--- config.mk ---
export PLATFORM = sky130hd
export DESIGN_NAME = akey_unlock
export DESIGN_NICKNAME = d
export VERILOG_FILES = /design/src/rtl/akey_pkg.sv /design/src/rtl/akey_match.sv /design/src/rtl/akey_seq.sv /design/src/rtl/akey_gate.sv /design/src/rtl/akey_unlock.sv
export SDC_FILE = /design/constraint.sdc
export NUM_CORES = 1
export LEC_CHECK = 0
export BUFFER_PORTS_ARGS = -buffer_cell sky130_fd_sc_hd__buf_2
export CAP_MARGIN = 30
export CORE_MARGIN = 1
export CORE_UTILIZATION = 25
export DETAILED_ROUTE_END_ITERATION = 12
export GPL_TIMING_DRIVEN = 1
export SLEW_MARGIN = 20
export SYNTH_ARGS = -nofsm -noshare
export SYNTH_HDL_FRONTEND = slang
export SYNTH_SLANG_ARGS = --single-unit
--- constraint.sdc ---
create_clock -name clk -period 1.5 [get_ports clk]
set_clock_uncertainty 0.15 [all_clocks]
set_input_delay 0.15 -clock clk [delete_from_list [all_inputs] [get_ports clk]]
set_output_delay 0.15 -clock clk [all_outputs]
set_load 0.01 [all_outputs]
--- src/rtl/akey_pkg.sv ---
package akey_pkg;

   // Convert a key count into the width of a step counter that indexes it.
   function automatic int step_width(input int n_keys);
      return (n_keys <= 2) ? 1 : $clog2(n_keys);
   endfunction

endpackage

--- src/rtl/akey_match.sv ---
// Bank of key comparators: one equality test per key word.
module akey_match #(
   parameter int DATA_W   = 32,
   parameter int NUM_KEYS = 3,
   parameter logic [NUM_KEYS-1:0][DATA_W-1:0] KEYS = '0
) (
   input  logic [DATA_W-1:0]   wdata_i,
   output logic [NUM_KEYS-1:0] hit_o
);

   initial begin
      if (NUM_KEYS < 2) $error("akey_match: NUM_KEYS must be at least 2");
   end

   for (genvar g = 0; g < NUM_KEYS; g++) begin : g_cmp
      assign hit_o[g] = (wdata_i == KEYS[g]);
   end

endmodule

--- src/rtl/akey_seq.sv ---
// Sequence tracker: step counter plus grant flag.
module akey_seq #(
   parameter int NUM_KEYS = 3,
   parameter int STEP_W   = 2
) (
   input  logic                clk,
   input  logic                rst_n,
   input  logic                wr_i,
   input  logic [NUM_KEYS-1:0] hit_i,
   output logic                granted_o,
   output logic [STEP_W-1:0]   step_o
);

   localparam logic [STEP_W-1:0] LAST_STEP = STEP_W'(NUM_KEYS - 1);
   localparam logic [STEP_W-1:0] ONE_STEP  = STEP_W'(1);

   initial begin
      if ((1 << STEP_W) < NUM_KEYS) $error("akey_seq: STEP_W too small");
   end

   logic [STEP_W-1:0] step_q;
   logic              granted_q;
   logic              hit_cur;

   // Select the comparator that belongs to the current step.
   always_comb begin
      hit_cur = 1'b0;
      for (int i = 0; i < NUM_KEYS; i++) begin
         if (step_q == STEP_W'(i)) hit_cur = hit_i[i];
      end
   end

   always_ff @(posedge clk or negedge rst_n) begin
      if (!rst_n) begin
         step_q    <= '0;
         granted_q <= 1'b0;
      end else if (wr_i) begin
         if (granted_q) begin
            granted_q <= 1'b0;
            step_q    <= '0;
         end else if (hit_cur) begin
            if (step_q == LAST_STEP) begin
               granted_q <= 1'b1;
               step_q    <= '0;
            end else begin
               step_q <= step_q + ONE_STEP;
            end
         end else if (hit_i[0]) begin
            step_q <= ONE_STEP;
         end else begin
            step_q <= '0;
         end
      end
   end

   assign granted_o = granted_q;
   assign step_o    = step_q;

   p_grant_needs_last_key_r2: assert property (@(posedge clk) disable iff (!rst_n)
      $rose(granted_q) |-> $past(wr_i && hit_i[NUM_KEYS-1]));

   p_wrong_word_restarts_r3: assert property (@(posedge clk) disable iff (!rst_n)
      (wr_i && !granted_q && !hit_cur && !hit_i[0]) |=> (step_q == '0 && !granted_q));

   p_first_key_step_one_r4: assert property (@(posedge clk) disable iff (!rst_n)
      (wr_i && !granted_q && !hit_cur && hit_i[0]) |=> (step_q == ONE_STEP));

   p_write_relocks_r5: assert property (@(posedge clk) disable iff (!rst_n)
      (wr_i && granted_q) |=> (!granted_q && step_q == '0));

   p_step_in_range_r1: assert property (@(posedge clk) disable iff (!rst_n)
      step_q <= LAST_STEP);

endmodule

--- src/rtl/akey_gate.sv ---
// Region gate: passes requests when granted, pulses deny otherwise.
module akey_gate (
   input  logic clk,
   input  logic rst_n,
   input  logic granted_i,
   input  logic req_i,
   output logic allow_o,
   output logic deny_o
);

   logic deny_q;

   always_ff @(posedge clk or negedge rst_n) begin
      if (!rst_n) deny_q <= 1'b0;
      else        deny_q <= req_i & ~granted_i;
   end

   assign allow_o = req_i & granted_i;
   assign deny_o  = deny_q;

   p_deny_follows_block_r9: assert property (@(posedge clk) disable iff (!rst_n)
      deny_q |-> $past(req_i && !granted_i));

   p_blocked_gets_deny_r9: assert property (@(posedge clk) disable iff (!rst_n)
      (req_i && !granted_i) |=> deny_q);

endmodule

--- src/rtl/akey_unlock.sv ---
// Top: write-only key register guarding an information region.
module akey_unlock #(
   parameter int DATA_W   = 32,
   parameter int NUM_KEYS = 3,
   parameter logic [NUM_KEYS-1:0][DATA_W-1:0] KEYS =
      {32'h9608b2c1, 32'ha1e34f20, 32'h3a7f5ca3}
) (
   input  logic              clk,
   input  logic              rst_n,
   input  logic              reg_wr_i,
   input  logic [DATA_W-1:0] reg_wdata_i,
   output logic [DATA_W-1:0] reg_rdata_o,
   input  logic              region_req_i,
   output logic              region_allow_o,
   output logic              region_deny_o,
   output logic              granted_o
);

   localparam int STEP_W = akey_pkg::step_width(NUM_KEYS);

   initial begin
      if (DATA_W < 1)   $error("akey_unlock: DATA_W must be positive");
      if (NUM_KEYS < 2) $error("akey_unlock: NUM_KEYS must be at least 2");
   end

   logic [NUM_KEYS-1:0] hit;
   logic [STEP_W-1:0]   step;
   logic                granted;

   akey_match #(.DATA_W(DATA_W), .NUM_KEYS(NUM_KEYS), .KEYS(KEYS)) u_match (
      .wdata_i (reg_wdata_i),
      .hit_o   (hit)
   );

   akey_seq #(.NUM_KEYS(NUM_KEYS), .STEP_W(STEP_W)) u_seq (
      .clk       (clk),
      .rst_n     (rst_n),
      .wr_i      (reg_wr_i),
      .hit_i     (hit),
      .granted_o (granted),
      .step_o    (step)
   );

   akey_gate u_gate (
      .clk       (clk),
      .rst_n     (rst_n),
      .granted_i (granted),
      .req_i     (region_req_i),
      .allow_o   (region_allow_o),
      .deny_o    (region_deny_o)
   );

   assign reg_rdata_o = '0;
   assign granted_o   = granted;

   p_allow_only_granted_r8: assert property (@(posedge clk) disable iff (!rst_n)
      region_allow_o |-> (granted_o && step == '0));

endmodule

==> flow_results.org <==
** Floorplanning
- Count of pins on the block boundary :: 71
- In this run the vertical extent of the chip is 51.8 µm.
- Starting density of the core :: 27.3%
- Die X :: 51.8 µm
- Die ar. :: 0.00269 mm²
- The floorplan has 17 rows.
- Floorplan core area :: 0.00228 mm²

** Yosys
- Summed over its instances, the top area cell type makes up 38.7% of the synthesized netlist area.
- Synthesized instance count :: 82
- Main synth FF type :: sky130_fd_sc_hd__dfrtp_1
- Sequential fraction of the synthesis area :: 16.1%
- Largest cells by area after synthesis :: sky130_fd_sc_hd__buf_4 39%, sky130_fd_sc_hd__dfrtp_1 16%, sky130_fd_sc_hd__nor4b_1 7.1%
- For this run, asynchronously set or reset flops after synthesis account for 100%.
- Averaged over all synthesized cells, the footprint is 7.57 µm².
- Synthesis instantiated 24 different standard cells from the library.
- Synth area leader :: sky130_fd_sc_hd__buf_4
- Synthesis inferred 4 register bits.
- Yosys printed 0 warnings.
- Post-synth EDFFs :: 0
- After synthesis the cells add up to 621 µm².

** STA
- The number of pins exceeding their max-slew limit in the final report was 0.
- Setup violations remaining at the end of the flow were counted as 1.
- Final worst hold slack :: 0.0916 ns
- The number of hold violations in the final report came to 0.
- Based on the critical path, the design can be clocked at up to 0.635 GHz.
- For the finished layout, the period the worst path requires is 1.58 ns.
- Setup total negative slack on the finished layout was measured at -0.0759 ns.
- Final critical-path setup slack :: -0.0759 ns
- Tcrit/Tclk final :: 105%
- Setup repair after global routing could not meet its margin everywhere.

** Place
- Port buffering added 38 buffers.
- Placer Congestion :: 0.737
- Prior to clock tree synthesis, the placed netlist has a worst setup slack of -0.297 ns.
- The wire-length estimate of the detail-placed layout is 1220 µm.

** GRT
- The first global-routing pass estimated 2240 µm of wire.
- Entering global routing, the biggest net connects 7 pins.
- Total routing resource utilization after global routing :: 11.5%
- The number of antenna violations at the first check in global routing is 0.
- Summed over all layers, the global routing overflow is 0.
- Number of global-route vias before repair :: 575

** Worst setup path
- Setup crit start kind :: input pin
- At the worst endpoint, the required time is 1.50 ns.
- STA classifies the critical path endpoint as a flip-flop.
- Critical setup path kind :: in -> reg
- Data arrival at the endpoint of the critical path :: 1.58 ns
- In this run the worst path has a maximum fanout of 3.

** Detailed routing
- TritonRoute pass-1 iters :: 4
- Met3 wire len :: 101 µm
- Detailed-route vias per instance :: 4.21
- DRC Markers :: 0
- Vias after detailed routing :: 656
- Summed over all layers, the routed wires come to 1500 µm.
- In the final routing, the length of wire on met1 measures 556 µm.
- DRT antenna net count :: 0
- After the first detailed-routing iteration, the DRC count stood at 10.
- Routed wirelength normalized by instance count :: 9.60 µm
- Highest routed metal layer :: met3
- In the detailed route, the total length drawn on met2 is 841 µm.

** Power and ir drop
- IR analysis of the VDD net gives a maximum drop of 201 µV.
- In this run the static leakage power is 0.420 nW.
- Power Dens Cells :: 445 mW/mm²
- Pwr Total :: 0.366 mW

** Clock tree
- The clock reaches the later pin of the worst-skew pair after 0.24 ns.
- Clock Sink Count :: 4
- CTS tree :: done
- CTS built an H-tree with a depth of 1.
- Clock Root Buffer :: sky130_fd_sc_hd__clkbuf_4
- Clock Path Buffers :: 2
- In this run, CTS created clock tree buffers numbering 3.
- Register clock-pin slew on the reported worst setup and hold paths :: 0.04 ns

** Finish
- The repair_antennas step left the layout with diodes totalling 0.
- Once layout is complete, the utilization of the core stands at 36.2%.
- Fillcell total :: 251
- Synth-to-layout area growth :: 32.7%
- For this run, the post-layout net count is 166.
- Fraction of layout cells with a size suffix above 1 :: 37.5%
- Commonest non-fill, non-tap cell in the layout :: sky130_fd_sc_hd__buf_2
- The top cell types in the final layout, fill and taps aside, are 36 x sky130_fd_sc_hd__buf_2, 32 x sky130_fd_sc_hd__conb_1, 7 x sky130_fd_sc_hd__nor2_1, 5 x sky130_fd_sc_hd__nand2_1.

** Hold path
- Worst min path class :: in -> async

** Flow run
- Number of max-cap violations :: 0

** Outcome
- Failing checks :: negative setup slack
- The run finished, with violations left.
[metrics by stage]
| step | std cells | area (µm²) |
|---|---|---|
| final | 156 | 823 |
| after global routing | 156 | 823 |
| after CTS | 156 | 811 |
| after detailed placement | 150 | 744 |
| after global placement | 150 | 744 |
| after floorplan | 113 | 737 |
[path summary, 6_finish.rpt]
kind / start / endpoint / slack, ns / cells past startpoint
max: reg_wdata_i[8] / u_seq.step_o[1] / -0.08 / 6
min: rst_n / u_gate.deny_o / 0.09 / 2
max reg2reg: u_seq.step_o[1] / u_seq.step_o[1] / 0.03 / 5
min reg2reg: u_seq.granted_o / u_gate.deny_o / 0.38 / 1
max in group asynchronous: rst_n / u_seq.granted_o / 0.98 / 2
min in group clk: reg_wdata_i[23] / u_seq.granted_o / 0.09 / 3
[what timing repair did]
action	in CTS	in global routing
resized for setup	2	2
endpoints found under the setup margin	2	2
endpoints found under the hold margin	6	0
setup buffers	0	0
hold buffers	3	0
pin swaps	1	1
[logic make-up (layout without fill, tap and decap cells)]
group | count (synthesis) | in the layout | share of synthesized area, %
AND/OR/NAND/NOR | 38 | 38 | 38.7
buffers and inverters | 34 | 49 | 39.9
AO/OA/AOI/OAI | 5 | 5 | 4.64
flip-flops | 4 | 4 | 16.1
other | 1 | 32 | 0.604
[per-layer routing]
metal	up-vias	track usage (%)
li1	317	-
met1	294	11.8
met2	45	21.8
met3	0	0.292
met4	0	8.11
met5	-	0
[Yosys cell counts, types with 3 or more instances]
library cell,n
sky130_fd_sc_hd__nor4b_1,5
sky130_fd_sc_hd__buf_4,32
sky130_fd_sc_hd__nand4_1,3
sky130_fd_sc_hd__dfrtp_1,4
sky130_fd_sc_hd__nand3_1,3
sky130_fd_sc_hd__nand2_1,5
sky130_fd_sc_hd__nor2_1,7
[where the power goes]
group / internal, mW / switching (mW)
clock network: 0.0894 / 0.0428
logic: 0.0520 / 0.0720
registers: 0.110 / 0.000266
total: 0.251 / 0.115
[worst max-delay path, cell delays in order]
cell	delay (ns)
sky130_fd_sc_hd__buf_6	0.09
sky130_fd_sc_hd__or4b_1	0.52
sky130_fd_sc_hd__or4_4	0.45
sky130_fd_sc_hd__nor4_2	0.15
sky130_fd_sc_hd__o21ai_1	0.08
sky130_fd_sc_hd__a21oi_1	0.15
[registers in the layout (all words and copies together), names as in the netlist]
register and cells:
u_gate.deny_o 1, u_seq.step_o 2, u_seq.granted_o 1
[cell type report]
class	instances	area (µm²)	area share, %
clock buffers	3	22.5	2.74
inverters	2	7.51	0.912
multi-input cells	75	403	48.9
flip-flops and latches	4	100	12.2
well taps	28	35.0	4.26
repair buffers	44	255	31.0
Power figures use the tool's default switching activity.
